<file path="config.mk">
export PLATFORM = sky130hd
export DESIGN_NAME = smb_host_regs
export DESIGN_NICKNAME = d
export VERILOG_FILES = /design/src/rtl/smb_pkg.sv /design/src/rtl/smb_lane_store.sv /design/src/rtl/smb_special_regs.sv /design/src/rtl/smb_seq.sv /design/src/rtl/smb_host_regs.sv
export SDC_FILE = /design/constraint.sdc
export NUM_CORES = 1
export LEC_CHECK = 0
export BUFFER_PORTS_ARGS = -buffer_cell sky130_fd_sc_hd__buf_4
export CAP_MARGIN = 10
export CORE_AREA = 2 2 156 158
export CTS_BUF_LIST = sky130_fd_sc_hd__clkbuf_16
export CTS_CLUSTER_DIAMETER = 40
export DETAILED_ROUTE_END_ITERATION = 6
export DIE_AREA = 0 0 158 160
export GPL_TIMING_DRIVEN = 0
export PLACE_DENSITY = 0.52
export SKIP_LAST_GASP = 1
export SYNTH_ARGS = -nofsm -noshare
export SYNTH_HDL_FRONTEND = slang
export SYNTH_HIERARCHICAL = 1
export SYNTH_SLANG_ARGS = --single-unit
export TNS_END_PERCENT = 100
</file>
<file path="constraint.sdc">
create_clock -name clk -period 1.6 [get_ports clk]
set_clock_uncertainty 0.05 [all_clocks]
set_input_delay 0.16 -clock clk [delete_from_list [all_inputs] [get_ports clk]]
set_output_delay 0.16 -clock clk [all_outputs]
set_load 0.1 [all_outputs]
</file>
<file path="src/rtl/smb_pkg.sv">
package smb_pkg;

    localparam int unsigned LANES = 4;

    // Word / lane placement of the special bytes
    localparam int unsigned STAT_WORD = 0;
    localparam int unsigned STAT_LANE = 0;
    localparam int unsigned CTRL_WORD = 0;
    localparam int unsigned CTRL_LANE = 2;
    localparam int unsigned TGT_WORD  = 1;
    localparam int unsigned TGT_LANE  = 0;
    localparam int unsigned DATA_WORD = 1;
    localparam int unsigned DATA_LANE = 2;
    localparam int unsigned CMD_WORD  = 2;
    localparam int unsigned CMD_LANE  = 0;

    localparam int unsigned BUSY_BIT = 0;
    localparam int unsigned DONE_BIT = 4;

    localparam logic [7:0] START_MASK = 8'h06;
    localparam logic [7:0] START_CODE = 8'h02;

    typedef enum logic [1:0] {
        SQ_IDLE = 2'd0,
        SQ_REQ  = 2'd1,
        SQ_WAIT = 2'd2
    } sq_state_t;

    typedef struct packed {
        logic [6:0] target;
        logic       is_read;
        logic [7:0] cmd;
        logic [7:0] wdata;
    } smb_req_t;

    function automatic logic is_start_code(input logic [7:0] v);
        return (v & START_MASK) == START_CODE;
    endfunction

    function automatic logic [7:0] lane_of(input logic [31:0] w, input int unsigned lane);
        return w[lane*8 +: 8];
    endfunction

endpackage

</file>
<file path="src/rtl/smb_lane_store.sv">
module smb_lane_store
    import smb_pkg::*;
#(
    parameter int unsigned ADDR_W    = 4,
    parameter int unsigned NUM_WORDS = 4
) (
    input  logic                            clk,
    input  logic                            rst,
    input  logic                            wr,
    input  logic [ADDR_W-1:0]               addr,
    input  logic [LANES-1:0]                be,
    input  logic [31:0]                     wdata,
    output logic [NUM_WORDS-1:0][31:0]      words_q
);

    logic [NUM_WORDS-1:0] word_sel;

    for (genvar w = 0; w < NUM_WORDS; w++) begin : g_sel
        assign word_sel[w] = wr && (addr == ADDR_W'(w));
    end

    always_ff @(posedge clk) begin
        if (rst) begin
            words_q <= '0;
        end else begin
            for (int w = 0; w < NUM_WORDS; w++) begin
                for (int l = 0; l < LANES; l++) begin
                    if (word_sel[w] && be[l])
                        words_q[w][l*8 +: 8] <= wdata[l*8 +: 8];
                end
            end
        end
    end

endmodule

</file>
<file path="src/rtl/smb_special_regs.sv">
module smb_special_regs
    import smb_pkg::*;
(
    input  logic       clk,
    input  logic       rst,
    input  logic       stat_wr,
    input  logic [7:0] stat_wval,
    input  logic       data_wr,
    input  logic [7:0] data_wval,
    input  logic       done,
    input  logic       rsp_load,
    input  logic [7:0] rsp_byte,
    output logic [7:0] stat_q,
    output logic [7:0] data_q
);

    logic [7:0] stat_n;

    always_comb begin
        stat_n = stat_q;
        if (stat_wr)
            stat_n = stat_n & ~stat_wval;
        if (done)
            stat_n[DONE_BIT] = 1'b1;
    end

    always_ff @(posedge clk) begin
        if (rst) begin
            stat_q <= '0;
            data_q <= '0;
        end else begin
            stat_q <= stat_n;
            if (rsp_load)
                data_q <= rsp_byte;
            else if (data_wr)
                data_q <= data_wval;
        end
    end

endmodule

</file>
<file path="src/rtl/smb_seq.sv">
module smb_seq
    import smb_pkg::*;
(
    input  logic     clk,
    input  logic     rst,
    input  logic     start,
    input  smb_req_t snap,
    input  logic     req_ready,
    input  logic     rsp_valid,
    input  logic     rsp_present,
    output smb_req_t req_q,
    output logic     req_valid,
    output logic     busy,
    output logic     done,
    output logic     rsp_load
);

    sq_state_t state_q, state_n;

    always_comb begin
        state_n = state_q;
        case (state_q)
            SQ_IDLE: if (start)     state_n = SQ_REQ;
            SQ_REQ:  if (req_ready) state_n = SQ_WAIT;
            SQ_WAIT: if (rsp_valid) state_n = SQ_IDLE;
            default:                state_n = SQ_IDLE;
        endcase
    end

    always_ff @(posedge clk) begin
        if (rst) begin
            state_q <= SQ_IDLE;
            req_q   <= '0;
        end else begin
            state_q <= state_n;
            if (state_q == SQ_IDLE && start)
                req_q <= snap;
        end
    end

    assign req_valid = (state_q == SQ_REQ);
    assign busy      = (state_q != SQ_IDLE);
    assign done      = (state_q == SQ_WAIT) && rsp_valid;
    assign rsp_load  = done && req_q.is_read && rsp_present;

endmodule

</file>
<file path="src/rtl/smb_host_regs.sv">
module smb_host_regs
    import smb_pkg::*;
#(
    parameter int unsigned ADDR_W    = 4,
    parameter int unsigned NUM_WORDS = 4
) (
    input  logic              clk,
    input  logic              rst,
    input  logic              bus_wr,
    input  logic [ADDR_W-1:0] bus_addr,
    input  logic [3:0]        bus_be,
    input  logic [31:0]       bus_wdata,
    output logic [31:0]       bus_rdata,
    output logic              req_valid,
    input  logic              req_ready,
    output logic [6:0]        req_target,
    output logic              req_is_read,
    output logic [7:0]        req_cmd,
    output logic [7:0]        req_wdata,
    input  logic              rsp_valid,
    input  logic              rsp_present,
    input  logic [7:0]        rsp_rdata
);

    logic [NUM_WORDS-1:0][31:0] words_q;
    logic [7:0] stat_q;
    logic [7:0] data_q;
    logic       busy;
    logic       done;
    logic       rsp_load;
    smb_req_t   snap;
    smb_req_t   req_q;

    // Lane hit decode for the special bytes
    logic stat_wr, data_wr, ctrl_wr, start;
    assign stat_wr = bus_wr && bus_addr == ADDR_W'(STAT_WORD) && bus_be[STAT_LANE];
    assign data_wr = bus_wr && bus_addr == ADDR_W'(DATA_WORD) && bus_be[DATA_LANE];
    assign ctrl_wr = bus_wr && bus_addr == ADDR_W'(CTRL_WORD) && bus_be[CTRL_LANE];
    assign start   = ctrl_wr && is_start_code(lane_of(bus_wdata, CTRL_LANE));

    smb_lane_store #(
        .ADDR_W   (ADDR_W),
        .NUM_WORDS(NUM_WORDS)
    ) store_i (
        .clk    (clk),
        .rst    (rst),
        .wr     (bus_wr),
        .addr   (bus_addr),
        .be     (bus_be),
        .wdata  (bus_wdata),
        .words_q(words_q)
    );

    smb_special_regs special_i (
        .clk      (clk),
        .rst      (rst),
        .stat_wr  (stat_wr),
        .stat_wval(lane_of(bus_wdata, STAT_LANE)),
        .data_wr  (data_wr),
        .data_wval(lane_of(bus_wdata, DATA_LANE)),
        .done     (done),
        .rsp_load (rsp_load),
        .rsp_byte (rsp_rdata),
        .stat_q   (stat_q),
        .data_q   (data_q)
    );

    always_comb begin
        snap.target  = words_q[TGT_WORD][TGT_LANE*8+1 +: 7];
        snap.is_read = words_q[TGT_WORD][TGT_LANE*8];
        snap.cmd     = words_q[CMD_WORD][CMD_LANE*8 +: 8];
        snap.wdata   = data_q;
    end

    smb_seq seq_i (
        .clk        (clk),
        .rst        (rst),
        .start      (start),
        .snap       (snap),
        .req_ready  (req_ready),
        .rsp_valid  (rsp_valid),
        .rsp_present(rsp_present),
        .req_q      (req_q),
        .req_valid  (req_valid),
        .busy       (busy),
        .done       (done),
        .rsp_load   (rsp_load)
    );

    assign req_target  = req_q.target;
    assign req_is_read = req_q.is_read;
    assign req_cmd     = req_q.cmd;
    assign req_wdata   = req_q.wdata;

    // Read mux with live overlays of status and data
    always_comb begin
        bus_rdata = '0;
        for (int w = 0; w < NUM_WORDS; w++) begin
            if (bus_addr == ADDR_W'(w))
                bus_rdata = words_q[w];
        end
        if (bus_addr == ADDR_W'(STAT_WORD)) begin
            bus_rdata[STAT_LANE*8 +: 8]     = stat_q;
            bus_rdata[STAT_LANE*8+BUSY_BIT] = busy;
        end
        if (bus_addr == ADDR_W'(DATA_WORD))
            bus_rdata[DATA_LANE*8 +: 8] = data_q;
    end

endmodule

</file>
==> report_table.html, run 1 <==
<table>
<tr><th>Metric</th><th>Value</th></tr>
<tr><th colspan="2">Outcome</th></tr>
<tr><td>Result of the run</td><td>finished with violations</td></tr>
<tr><td>Failing checks</td><td>setup timing</td></tr>
<tr><th colspan="2">Finish</th></tr>
<tr><td>Layout filler cell count</td><td>2306</td></tr>
<tr><td>Number of non-filler instances in the completed layout</td><td>1191</td></tr>
<tr><td>Number of diodes</td><td>0</td></tr>
<tr><td>Post-route cell area</td><td>10600 um2</td></tr>
<tr><td>Ratio of cells with drive above 1 in the final layout</td><td>33.10%</td></tr>
<tr><td>Area growth, synth to finish</td><td>41.90%</td></tr>
<tr><td>Util after Layout</td><td>44.49%</td></tr>
<tr><td>Number of nets in the layout</td><td>909</td></tr>
<tr><th colspan="2">Setup path</th></tr>
<tr><td>Critical R2R Capture</td><td>special_i/data_q[0]</td></tr>
<tr><td>Slowest cell on the critical path</td><td>dfxtp_4</td></tr>
<tr><td>Startpoint types</td><td>flip-flop</td></tr>
<tr><td>Reg2reg path depth</td><td>5</td></tr>
<tr><td>Critical path cell sequence</td><td>or2_4 -&gt; mux2i_1 -&gt; o22ai_2 -&gt; buf_12</td></tr>
<tr><td>Startpoint of the worst-slack reg-to-reg timing path</td><td>seq_i/state_q[0]</td></tr>
<tr><td>Worst-path fanout max</td><td>2</td></tr>
<tr><td>Type of the setup path with the least slack</td><td>flip-flop to primary output</td></tr>
<tr><td>Slack of the worst reg-to-reg path</td><td>0.09 ns</td></tr>
<tr><td>CP Data Arrival Time</td><td>1.46 ns</td></tr>
<tr><td>Critical path capture point type</td><td>primary output</td></tr>
<tr><td>Delay of the slowest critical-path stage</td><td>0.34 ns</td></tr>
<tr><td>Required time of the worst setup path</td><td>1.39 ns</td></tr>
<tr><th colspan="2">Power</th></tr>
<tr><td>Leakage power figure</td><td>0.004206 uW</td></tr>
<tr><td>Peak supply drop</td><td>659.2 uV</td></tr>
<tr><td>Areal power density over the cells</td><td>833.7 nW/um2</td></tr>
<tr><th colspan="2">Min path</th></tr>
<tr><td>Worst hold path type</td><td>input port to flip-flop</td></tr>
<tr><td>Hold Path Stages</td><td>3</td></tr>
<tr><td>Hold EP</td><td>special_i/data_q[4]</td></tr>
<tr><td>Launch point of the worst hold path</td><td>rsp_rdata[4]</td></tr>
<tr><th colspan="2">Timing</th></tr>
<tr><td>Number of setup violations in the final report</td><td>11</td></tr>
<tr><td>Hold violation count in the final report</td><td>0</td></tr>
<tr><td>Final setup slack of the worst path</td><td>-0.06586 ns</td></tr>
<tr><td>Transition at the pin with the smallest max-transition slack</td><td>0.6317 ns</td></tr>
<tr><td>Period utilisation layout</td><td>104.1%</td></tr>
<tr><td>Rel. slew slack</td><td>57.88%</td></tr>
<tr><td>Hold Worst Slack</td><td>0.02398 ns</td></tr>
<tr><td>Unrepaired setup endpoints after global routing</td><td>yes</td></tr>
<tr><td>Fin crit period</td><td>1.666 ns</td></tr>
<tr><td>Max-slew violations</td><td>0</td></tr>
<tr><td>Final sum of negative setup slack</td><td>-0.2436 ns</td></tr>
<tr><td>Upper clock frequency limit</td><td>600.3 MHz</td></tr>
<tr><th colspan="2">CTS</th></tr>
<tr><td>CTS tree</td><td>built</td></tr>
<tr><td>Maximum clock path buffer count</td><td>2</td></tr>
<tr><td>Number of sinks handled by clock tree synthesis</td><td>153</td></tr>
<tr><td>Register clock-pin slew on the reported worst setup and hold paths</td><td>0.06 ns</td></tr>
<tr><td>CTS root buf</td><td>clkbuf_16</td></tr>
<tr><td>CTS HTree Levels</td><td>4</td></tr>
<tr><td>Clk Latency, worst-skew pair</td><td>0.41 ns</td></tr>
<tr><td>Num CTS Buffers</td><td>17</td></tr>
<tr><th colspan="2">Placed design</th></tr>
<tr><td>Final weighted congestion in routability-driven placement</td><td>0.7406</td></tr>
<tr><td>Placement-stage cell area</td><td>8904 um2</td></tr>
<tr><td>Detailed-placement wirelength estimate</td><td>15.87 mm</td></tr>
<tr><td>Dpl cells</td><td>1143</td></tr>
<tr><td>Count of input and output buffers</td><td>110</td></tr>
<tr><th colspan="2">Synth</th></tr>
<tr><td>Post-synthesis instance area</td><td>7468 um2</td></tr>
<tr><td>Post-synthesis net count</td><td>763</td></tr>
<tr><td>Total number of yosys warnings</td><td>6</td></tr>
<tr><td>Cells after Synth</td><td>709</td></tr>
<tr><td>Post-Synthesis Mean Instance Area</td><td>10.53 um2</td></tr>
<tr><th colspan="2">Route</th></tr>
<tr><td>Starting DRC count in detailed routing</td><td>275</td></tr>
<tr><td>First-pass DRT Iterations</td><td>4</td></tr>
<tr><td>Drt drc</td><td>0</td></tr>
<tr><td>Wire length per cell</td><td>18.72 um</td></tr>
<tr><td>Number of nets with antenna violations after routing</td><td>0</td></tr>
<tr><td>Detail-routed via count per cell</td><td>4.608</td></tr>
<tr><td>Vias post-DR</td><td>5488</td></tr>
<tr><td>Wire length after detailed routing</td><td>22.29 mm</td></tr>
<tr><th colspan="2">Floorplan</th></tr>
<tr><td>Die boundary width</td><td>158 um</td></tr>
<tr><td>Ports</td><td>111</td></tr>
<tr><td>Starting density of the core</td><td>31.35%</td></tr>
<tr><td>Std cell rows</td><td>57</td></tr>
<tr><td>Overall die height</td><td>160 um</td></tr>
<tr><td>Die Outline Area</td><td>25280 um2</td></tr>
<tr><td>CORE AREA</td><td>23820 um2</td></tr>
<tr><th colspan="2">GRT</th></tr>
<tr><td>GR Util All Layers</td><td>17.87%</td></tr>
<tr><td>Congestion Overflow GR</td><td>0</td></tr>
<tr><td>Wire length of the first global-routing pass</td><td>34.05 mm</td></tr>
<tr><td>Via count of the first global-routing pass</td><td>5659</td></tr>
<tr><td>Antenna violations before repair</td><td>0</td></tr>
<tr><td>Largest net degree at the start of global routing</td><td>19</td></tr>
<tr><th colspan="2">Job</th></tr>
<tr><td>Number of maximum-capacitance constraint violations</td><td>0</td></tr>
</table>
[worst max path at each step]
stage                     start                   to  slack [ns]  cells after the start
5_1_grt        seq_i/state_q[1]         bus_rdata[0]       -0.13                      4
4_1_cts        seq_i/state_q[1]         bus_rdata[0]       -0.08                      4
3_5_place_dp        bus_addr[1]  special_i/data_q[3]       -0.35                      7
2_1_floorplan       bus_addr[3]         bus_rdata[0]       -0.30                      4
6_report       seq_i/state_q[1]         bus_rdata[0]       -0.07                      4
3_3_place_gp        bus_addr[1]  special_i/data_q[5]       -0.37                      7
[report_power, final]
group          switching [uW]  internal [uW]  leakage (uW)
Combinational             414            365       0.00268
Clock                    1630           2590      0.000291
Sequential               15.8           3830       0.00124
[timing repair]
| action | CTS | global route |
|---|---|---|
| endpoints found under the hold margin | 8 | 0 |
| gates resized for setup | 162 | 41 |
| cloned | 2 | 1 |
| pin swaps | 26 | 2 |
| setup endpoints to repair | 31 | 58 |
| setup buffers | 4 | 3 |
| hold buffers | 8 | 0 |
[registers in the layout, summed over array words and instances (netlist names)]
signal and cells:
seq_i/req_q 24, seq_i/state_q 2, special_i/data_q 8, special_i/stat_q 7
store_i/words_q 112
[placed cells by master, fill, tap and decap left out, drive strengths merged]
cell type / n
a2111oi: 1
a211oi: 14
a21boi: 1
a21oi: 1
and2: 4
and3: 1
and3b: 1
and4bb: 4
buf: 146
bufinv: 4
clkbuf: 41
clkinv: 4
clkinvlp: 4
dfxtp: 153
dlygate4sd3: 8
inv: 9
mux2i: 208
nand2: 9
nand2b: 192
nand3: 5
nand3b: 1
nand4b: 1
nor2: 4
nor2b: 11
nor3b: 1
nor4: 1
o21ba: 1
o22ai: 32
or2: 1
or3: 1
or3b: 2
or4: 1
[area by class of cell]
cell class / count / area, um2 / share of cell area (%)
Buffer: 50 / 422.9 / 3.991
Timing Repair Buffer: 128 / 1441 / 13.60
Clock buffer: 17 / 425.4 / 4.014
Multi-Input combinational cell: 498 / 4617 / 43.57
Inverter: 7 / 26.28 / 0.2479
Sequential cell: 153 / 3075 / 29.02
Tap cell: 324 / 405.4 / 3.825
Clock inverter: 14 / 183.9 / 1.736
[worst max-delay path: cells and delay by family, from the launching register on]
family / cells / cell delay [ns]
mux: 1 / 0.16
flops: 1 / 0.34
buf+inv: 1 / 0.18
compound gates: 1 / 0.12
simple gates: 1 / 0.24
[routing by layer]
layer	up-vias	GRT usage [%]	routed length, um
li1	2737	-	-
met1	2627	25.58	11030
met2	114	28.34	10290
met3	10	3.338	816
met4	0	3.071	156
met5	-	0	0
[through the flow]
stage | setup slack [ns] | power (uW)
6_report | -0.06586 | 8836
5_1_grt | -0.1264 | 9140
4_1_cts | -0.08152 | 8918
3_5_place_dp | -0.3501 | 4591
3_3_place_gp | -0.3655 | 4594
2_1_floorplan | -0.2977 | 4303
(Power assumes the default switching activity.)
==> run 2: changes to the inputs <==
Settings changed: REMOVE_ABC_BUFFERS from default to 1.
==> report_table.html, run 2 (same netlist as run 1, synthesis figures left out) <==
<table>
<tr><th>Metric</th><th>Value</th></tr>
<tr><th colspan="2">Power</th></tr>
<tr><td>Internal</td><td>6976 uW (+2.9%)</td></tr>
<tr><td>Reg power frac</td><td>42.3% (-1.2 points)</td></tr>
<tr><td>Net load switching power</td><td>2095 uW (+1.8%)</td></tr>
<tr><td>Peak supply drop</td><td>539.8 uV (-18%)</td></tr>
<tr><td>Clock network power share</td><td>49.7% (+2.0 points)</td></tr>
<tr><td>Gate power share</td><td>8.0% (-0.8 points)</td></tr>
<tr><td>Proportion of total power due to net switching</td><td>23.10% (-0.18 points)</td></tr>
<tr><td>Areal power density over the cells</td><td>877.4 nW/um2 (+5.2%)</td></tr>
<tr><td>Leakage power figure</td><td>0.004225 uW (+0.45%)</td></tr>
<tr><th colspan="2">CTS</th></tr>
<tr><td>Register clock-pin slew on the reported worst setup and hold paths</td><td>0.07 ns (about the same)</td></tr>
<tr><td>Maximum clock path buffer count</td><td>2 (unchanged)</td></tr>
<tr><td>CTS HTree Levels</td><td>4 (unchanged)</td></tr>
<tr><td>Number of sinks handled by clock tree synthesis</td><td>153 (unchanged)</td></tr>
<tr><td>Num CTS Buffers</td><td>17 (unchanged)</td></tr>
<tr><td>Clk Latency, worst-skew pair</td><td>0.42 ns (about the same)</td></tr>
<tr><td>CTS root buf</td><td>clkbuf_16</td></tr>
<tr><td>CTS tree</td><td>built</td></tr>
<tr><th colspan="2">Job</th></tr>
<tr><td>Number of maximum-capacitance constraint violations</td><td>0 (unchanged)</td></tr>
<tr><th colspan="2">Route</th></tr>
<tr><td>Wire length per cell</td><td>17.07 um (-8.8%)</td></tr>
<tr><td>Vias post-DR</td><td>5296 (-3.5%)</td></tr>
<tr><td>First-pass DRT Iterations</td><td>4 (unchanged)</td></tr>
<tr><td>Number of nets with antenna violations after routing</td><td>0 (unchanged)</td></tr>
<tr><td>Detail-routed via count per cell</td><td>4.546 (-1.3%)</td></tr>
<tr><td>Starting DRC count in detailed routing</td><td>228 (-17%)</td></tr>
<tr><td>Drt drc</td><td>0 (unchanged)</td></tr>
<tr><td>Wire length after detailed routing</td><td>19.89 mm (-11%)</td></tr>
<tr><th colspan="2">Timing</th></tr>
<tr><td>Period utilisation layout</td><td>107.0% (+2.9 points)</td></tr>
<tr><td>Final sum of negative setup slack</td><td>-1.387 ns (-1.144 ns)</td></tr>
<tr><td>Max-slew violations</td><td>0 (unchanged)</td></tr>
<tr><td>Hold violation count in the final report</td><td>0 (unchanged)</td></tr>
<tr><td>Transition at the pin with the smallest max-transition slack</td><td>0.6592 ns (+0.02741 ns)</td></tr>
<tr><td>Fin crit period</td><td>1.712 ns (+0.04602 ns)</td></tr>
<tr><td>Number of setup violations in the final report</td><td>22 (+11)</td></tr>
<tr><td>Upper clock frequency limit</td><td>584.2 MHz (-2.7%)</td></tr>
<tr><td>Final setup slack of the worst path</td><td>-0.1119 ns (-0.04602 ns)</td></tr>
<tr><td>Hold Worst Slack</td><td>0.009472 ns (-0.01451 ns)</td></tr>
<tr><td>Unrepaired setup endpoints after global routing</td><td>yes</td></tr>
<tr><td>Rel. slew slack</td><td>56.06% (-1.8 points)</td></tr>
<tr><th colspan="2">GRT</th></tr>
<tr><td>Largest net degree at the start of global routing</td><td>109 (+90)</td></tr>
<tr><td>Antenna violations before repair</td><td>0 (unchanged)</td></tr>
<tr><td>GR Util All Layers</td><td>16.05% (-1.8 points)</td></tr>
<tr><td>Wire length of the first global-routing pass</td><td>30.86 mm (-9.4%)</td></tr>
<tr><td>Congestion Overflow GR</td><td>0 (unchanged)</td></tr>
<tr><td>Via count of the first global-routing pass</td><td>5411 (-4.4%)</td></tr>
<tr><th colspan="2">Setup path</th></tr>
<tr><td>Type of the setup path with the least slack</td><td>flip-flop to primary output</td></tr>
<tr><td>Critical path capture point type</td><td>primary output</td></tr>
<tr><td>Required time of the worst setup path</td><td>1.39 ns (about the same)</td></tr>
<tr><td>Startpoint types</td><td>flip-flop</td></tr>
<tr><td>Worst-path fanout max</td><td>4 (+2)</td></tr>
<tr><td>CP Data Arrival Time</td><td>1.50 ns (+0.04 ns)</td></tr>
<tr><th colspan="2">Floorplan</th></tr>
<tr><td>Std cell rows</td><td>57 (unchanged)</td></tr>
<tr><td>Starting density of the core</td><td>31.35% (unchanged)</td></tr>
<tr><td>Ports</td><td>111 (unchanged)</td></tr>
<tr><td>Die Outline Area</td><td>25280 um2 (unchanged)</td></tr>
<tr><td>Overall die height</td><td>160 um (unchanged)</td></tr>
<tr><td>Die boundary width</td><td>158 um (unchanged)</td></tr>
<tr><td>CORE AREA</td><td>23820 um2 (unchanged)</td></tr>
<tr><th colspan="2">Finish</th></tr>
<tr><td>FF+latch area</td><td>3072 um2 (-0.12%)</td></tr>
<tr><td>Util after Layout</td><td>43.40% (-1.1 points)</td></tr>
<tr><td>Leading cell types in the layout, fill and taps excluded</td><td>mux2i_1 (193), nand2b_1 (192), dfxtp_1 (150)</td></tr>
<tr><td>Ratio of cells with drive above 1 in the final layout</td><td>28.78% (-4.3 points)</td></tr>
<tr><td>Area growth, synth to finish</td><td>38.43%</td></tr>
<tr><td>Number of flip-flops under the largest register name</td><td>112 (unchanged)</td></tr>
<tr><td>Number of nets in the layout</td><td>882 (-3.0%)</td></tr>
<tr><td>Layout filler cell count</td><td>2276 (-1.3%)</td></tr>
<tr><td>Most flop-heavy register</td><td>store_i/words_q</td></tr>
<tr><td>Post-route cell area</td><td>10340 um2 (-2.4%)</td></tr>
<tr><td>Area of the multi-input gates</td><td>4438 um2 (-3.9%)</td></tr>
<tr><td>Commonest non-fill, non-tap cell in the layout</td><td>mux2i_1</td></tr>
<tr><td>Number of non-filler instances in the completed layout</td><td>1165 (-2.2%)</td></tr>
<tr><td>Number of diodes</td><td>0 (unchanged)</td></tr>
<tr><td>Largest registers</td><td>store_i/words_q (112), seq_i/req_q (24), special_i/data_q (8)</td></tr>
<tr><th colspan="2">Placed design</th></tr>
<tr><td>Final weighted congestion in routability-driven placement</td><td>0.6666 (-10%)</td></tr>
<tr><td>Dpl cells</td><td>1098 (-3.9%)</td></tr>
<tr><td>Placement-stage cell area</td><td>8504 um2 (-4.5%)</td></tr>
<tr><td>Detailed-placement wirelength estimate</td><td>11.42 mm (-28%)</td></tr>
<tr><td>Count of input and output buffers</td><td>110 (unchanged)</td></tr>
<tr><th colspan="2">Outcome</th></tr>
<tr><td>Failing checks</td><td>setup timing</td></tr>
<tr><td>Result of the run</td><td>finished with violations</td></tr>
<tr><th colspan="2">Min path</th></tr>
<tr><td>Worst hold path type</td><td>input port to flip-flop</td></tr>
</table>
-- run 2: cell count changes in the layout (fill, tap and decap cells not counted), moves of 4 or more --
cell	previous run	this run
buf_12	37	29
o22ai_4	27	17
buf_4	89	81
dlygate4sd3_1	8	16
mux2i_2	35	15
mux2i_1	172	193
buf_6	10	14
buf_16	2	6
o22ai_1	0	10
clkbuf_1	20	0
-- run 2: final timing paths --
| check | from | to | slack [ns] | cells after the start |
|---|---|---|---|---|
| max | seq_i/state_q[0] | bus_rdata[0] | -0.11 | 4 |
| min | rsp_rdata[2] | special_i/data_q[2] | 0.009 | 3 |
| max reg2reg | seq_i/state_q[0] | special_i/data_q[4] | 0.10 | 5 |
| min reg2reg | special_i/stat_q[1] | special_i/stat_q[1] | 0.38 | 2 |
-- run 2: worst max-delay path, stage by stage (launching register included) --
cell     delay (ns)
dfxtp_4        0.36
or2_4          0.24
mux2i_2        0.16
o22ai_2        0.12
buf_12         0.20
-- run 2: through the flow --
| stage | setup WS, ns | power [uW] |
|---|---|---|
| after floorplan | -1.057 | 4176 |
| after global placement | -2.650 | 4484 |
| after detailed placement | -1.075 | 4495 |
| after CTS | -0.1384 | 9164 |
| after global routing | -0.1932 | 9405 |
| final | -0.1119 | 9071 |
-- run 2: area by class of cell --
class	count	area share, %
multi-input combinational	499	42.93
sequential	153	29.71
timing repair buffer	150	16.92
clock buffer	17	4.115
tap	324	3.921
clock inverter	15	2.154
inverter	7	0.2541
-- run 2: routing by layer --
layer / global-route usage [%] / part of all wire (%) / vias up
met2: 25.06 / 46 / 70
met1: 22.41 / 50 / 2515
met3: 3.284 / 2.9 / 13
met4: 4.545 / 1.0 / 0
li1: - / - / 2698
met5: 0 / 0 / -
-- run 2: power groups by stage --
stage | logic [uW] | registers (uW) | clock network, uW
after floorplan | 250 | 3930 | 0
after global placement | 556 | 3930 | 0
after detailed placement | 567 | 3930 | 0
after CTS | 697 | 3840 | 4630
after global routing | 771 | 3840 | 4790
final | 724 | 3840 | 4510
-- run 2: what timing repair did --
action                                 in CTS  in global routing
hold buffers                               16                  0
buffers inserted                            4                  9
setup endpoints to repair                 105                 57
pin swaps                                   6                 13
endpoints found under the hold margin      16                  0
gates cloned                                6                  0
gates resized for setup                   130                 35
==> run 3: changes to the inputs <==
Settings changed: PLACE_DENSITY 0.52 to 0.5.
Clock period 1.6 ns to 2.19 ns, I/O delays scaled along.
==> report_table.html, run 3 (same netlist as run 1, synthesis figures left out) <==
<table>
<tr><th>Metric</th><th>Value</th></tr>
<tr><th colspan="2">Job</th></tr>
<tr><td>Number of maximum-capacitance constraint violations</td><td>0 (unchanged)</td></tr>
<tr><th colspan="2">Power</th></tr>
<tr><td>Peak supply drop</td><td>321.5 uV (-40%)</td></tr>
<tr><td>Areal power density over the cells</td><td>655.3 nW/um2 (-25%)</td></tr>
<tr><td>Leakage power figure</td><td>0.003949 uW (-6.5%)</td></tr>
<tr><td>Post-layout power</td><td>5990 uW (-34%)</td></tr>
<tr><th colspan="2">Setup path</th></tr>
<tr><td>Slack of the worst reg-to-reg path</td><td>0.44 ns (+0.34 ns)</td></tr>
<tr><td>Required time of the worst setup path</td><td>1.92 ns (+0.53 ns)</td></tr>
<tr><td>Reg2reg path depth</td><td>4 (-1)</td></tr>
<tr><td>Startpoint of the worst-slack reg-to-reg timing path</td><td>seq_i/state_q[1]</td></tr>
<tr><td>Startpoint types</td><td>input port</td></tr>
<tr><td>CP Data Arrival Time</td><td>1.90 ns (+0.40 ns)</td></tr>
<tr><td>Critical path cell sequence</td><td>buf_4 -&gt; or3b_2 -&gt; buf_12 -&gt; o22ai_1 -&gt; buf_4</td></tr>
<tr><td>Delay of the slowest critical-path stage</td><td>0.61 ns (+0.25 ns)</td></tr>
<tr><td>Cell repeated most along the worst path</td><td>buf_4</td></tr>
<tr><td>Slowest cell on the critical path</td><td>or3b_2</td></tr>
<tr><td>Critical path capture point type</td><td>primary output</td></tr>
<tr><td>Worst-path fanout max</td><td>26 (+22)</td></tr>
<tr><td>Critical R2R Capture</td><td>special_i/data_q[6]</td></tr>
<tr><td>Type of the setup path with the least slack</td><td>input port to primary output</td></tr>
<tr><th colspan="2">Timing</th></tr>
<tr><td>Rel. slew slack</td><td>35.92% (-20 points)</td></tr>
<tr><td>Fin crit period</td><td>2.170 ns</td></tr>
<tr><td>Upper clock frequency limit</td><td>460.9 MHz</td></tr>
<tr><td>Hold violation count in the final report</td><td>0 (unchanged)</td></tr>
<tr><td>Final sum of negative setup slack</td><td>0 ns (+1.387 ns)</td></tr>
<tr><td>Period utilisation layout</td><td>99.08%</td></tr>
<tr><td>Final setup slack of the worst path</td><td>0.02020 ns (+0.1321 ns)</td></tr>
<tr><td>Transition at the pin with the smallest max-transition slack</td><td>0.9613 ns (+0.3021 ns)</td></tr>
<tr><td>Max-slew violations</td><td>0 (unchanged)</td></tr>
<tr><td>Unrepaired setup endpoints after global routing</td><td>no</td></tr>
<tr><td>Number of setup violations in the final report</td><td>0 (-100%)</td></tr>
<tr><th colspan="2">Floorplan</th></tr>
<tr><td>Overall die height</td><td>160 um (unchanged)</td></tr>
<tr><td>Starting density of the core</td><td>31.35% (unchanged)</td></tr>
<tr><td>Std cell rows</td><td>57 (unchanged)</td></tr>
<tr><td>CORE AREA</td><td>23820 um2 (unchanged)</td></tr>
<tr><td>Ports</td><td>111 (unchanged)</td></tr>
<tr><td>Die boundary width</td><td>158 um (unchanged)</td></tr>
<tr><td>Die Outline Area</td><td>25280 um2 (unchanged)</td></tr>
<tr><th colspan="2">Placed design</th></tr>
<tr><td>Detailed-placement wirelength estimate</td><td>12.27 mm (+7.4%)</td></tr>
<tr><td>Dpl cells</td><td>1097 (-0.091%)</td></tr>
<tr><td>Pre-CTS setup slack</td><td>-0.7099 ns (+0.3647 ns)</td></tr>
<tr><td>Count of input and output buffers</td><td>110 (unchanged)</td></tr>
<tr><td>Final weighted congestion in routability-driven placement</td><td>0.7250 (+8.8%)</td></tr>
<tr><th colspan="2">Finish</th></tr>
<tr><td>Number of nets in the layout</td><td>857 (-2.8%)</td></tr>
<tr><td>FF+latch area</td><td>3063 um2 (-0.29%)</td></tr>
<tr><td>Layout filler cell count</td><td>2371 (+4.2%)</td></tr>
<tr><td>Number of flip-flops under the largest register name</td><td>112 (unchanged)</td></tr>
<tr><td>Number of non-filler instances in the completed layout</td><td>1138 (-2.3%)</td></tr>
<tr><td>Most flop-heavy register</td><td>store_i/words_q</td></tr>
<tr><td>Area of the multi-input gates</td><td>4068 um2 (-8.3%)</td></tr>
<tr><td>Leading cell types in the layout, fill and taps excluded</td><td>mux2i_1 (208), nand2b_1 (192), dfxtp_1 (153)</td></tr>
<tr><td>Commonest non-fill, non-tap cell in the layout</td><td>mux2i_1</td></tr>
<tr><td>Number of diodes</td><td>0 (unchanged)</td></tr>
<tr><td>Largest registers</td><td>store_i/words_q (112), seq_i/req_q (24), special_i/data_q (8)</td></tr>
<tr><td>Area growth, synth to finish</td><td>22.40%</td></tr>
<tr><td>Ratio of cells with drive above 1 in the final layout</td><td>21.74% (-7.0 points)</td></tr>
<tr><th colspan="2">Route</th></tr>
<tr><td>Detail-routed via count per cell</td><td>4.622 (+1.7%)</td></tr>
<tr><td>Vias post-DR</td><td>5260 (-0.68%)</td></tr>
<tr><td>Wire length after detailed routing</td><td>19.00 mm (-4.5%)</td></tr>
<tr><td>First-pass DRT Iterations</td><td>5 (+1)</td></tr>
<tr><td>Drt drc</td><td>0 (unchanged)</td></tr>
<tr><td>Number of nets with antenna violations after routing</td><td>0 (unchanged)</td></tr>
<tr><td>Wire length per cell</td><td>16.70 um (-2.2%)</td></tr>
<tr><td>Starting DRC count in detailed routing</td><td>249 (+9.2%)</td></tr>
<tr><th colspan="2">GRT</th></tr>
<tr><td>Wire length of the first global-routing pass</td><td>29.84 mm (-3.3%)</td></tr>
<tr><td>Via count of the first global-routing pass</td><td>5498 (+1.6%)</td></tr>
<tr><td>Congestion Overflow GR</td><td>0 (unchanged)</td></tr>
<tr><td>Antenna violations before repair</td><td>1 (+1)</td></tr>
<tr><td>GR Util All Layers</td><td>15.25% (-0.80 points)</td></tr>
<tr><td>Largest net degree at the start of global routing</td><td>135 (+24%)</td></tr>
<tr><th colspan="2">Min path</th></tr>
<tr><td>Launch point of the worst hold path</td><td>rsp_valid</td></tr>
<tr><td>Hold EP</td><td>seq_i/state_q[1]</td></tr>
<tr><td>Worst hold path type</td><td>input port to flip-flop</td></tr>
<tr><td>Hold Path Stages</td><td>3 (unchanged)</td></tr>
<tr><th colspan="2">CTS</th></tr>
<tr><td>Num CTS Buffers</td><td>17 (unchanged)</td></tr>
<tr><td>Register clock-pin slew on the reported worst setup and hold paths</td><td>0.06 ns (about the same)</td></tr>
<tr><td>Number of sinks handled by clock tree synthesis</td><td>153 (unchanged)</td></tr>
<tr><td>Clk Latency, worst-skew pair</td><td>0.42 ns (about the same)</td></tr>
<tr><td>CTS tree</td><td>built</td></tr>
<tr><td>CTS HTree Levels</td><td>4 (unchanged)</td></tr>
<tr><td>CTS root buf</td><td>clkbuf_16</td></tr>
<tr><td>Maximum clock path buffer count</td><td>2 (unchanged)</td></tr>
<tr><th colspan="2">Outcome</th></tr>
<tr><td>Result of the run</td><td>complete, no violations</td></tr>
</table>
run 3: area by class of cell:
cell class / instances / area share, %
sequential: 153 / 33.51
timing repair buffer: 126 / 11.36
inverter: 7 / 0.2874
tap: 324 / 4.435
clock inverter: 13 / 1.259
clock buffer: 17 / 4.654
multi-input combinational: 498 / 44.50
run 3: power breakdown:
| group | switching (uW) | total [uW] | internal (uW) |
|---|---|---|---|
| clock network | 1130 | 2760 | 1640 |
| logic | 217 | 417 | 201 |
| registers | 9.39 | 2810 | 2800 |
| total | 1350 | 5990 | 4640 |
run 3: per-layer routing:
metal | part of all wire (%) | track usage, %
met2 | 48 | 25.49
met4 | 1.1 | 4.423
met3 | 3.5 | 3.094
met5 | 0.068 | 0
met1 | 48 | 19.81
run 3: worst max path at each step:
stage | slack (ns) | endpoint | cells after the start | start
finish | 0.02 | bus_rdata[0] | 5 | bus_addr[0]
global route | 0.002 | bus_rdata[0] | 5 | bus_addr[0]
CTS | 0.03 | bus_rdata[10] | 5 | bus_addr[0]
detailed placement | -0.71 | seq_i/req_q[10] | 6 | bus_addr[1]
global placement | -2.14 | seq_i/req_q[2] | 5 | bus_addr[1]
floorplan | -0.58 | bus_rdata[30] | 2 | bus_addr[3]
run 3: what timing repair did:
action                     CTS  global route
hold buffers                 7             0
cloned                       0             0
setup endpoints to repair   73             1
setup buffers                4             0
resized for setup            2             1
hold endpoints to repair     7             0
run 3: stage by stage:
| step | cell area (um2) | hold slack (ns) | util, % |
|---|---|---|---|
| global placement | 8371 | 0.3669 | 35.14 |
| detailed placement | 8489 | 0.3687 | 35.64 |
| global route | 9141 | 0.02380 | 38.38 |
| finish | 9141 | 0.02726 | 38.38 |
| CTS | 9138 | 0.004507 | 38.36 |
| floorplan | 7139 | 0.2336 | - |
run 3: critical path: cells and delay by family:
family / cells / cell delay [ns]
AND/OR/NAND/NOR: 1 / 0.61
AO/OA/AOI/OAI: 1 / 0.29
buffers and inverters: 3 / 0.76
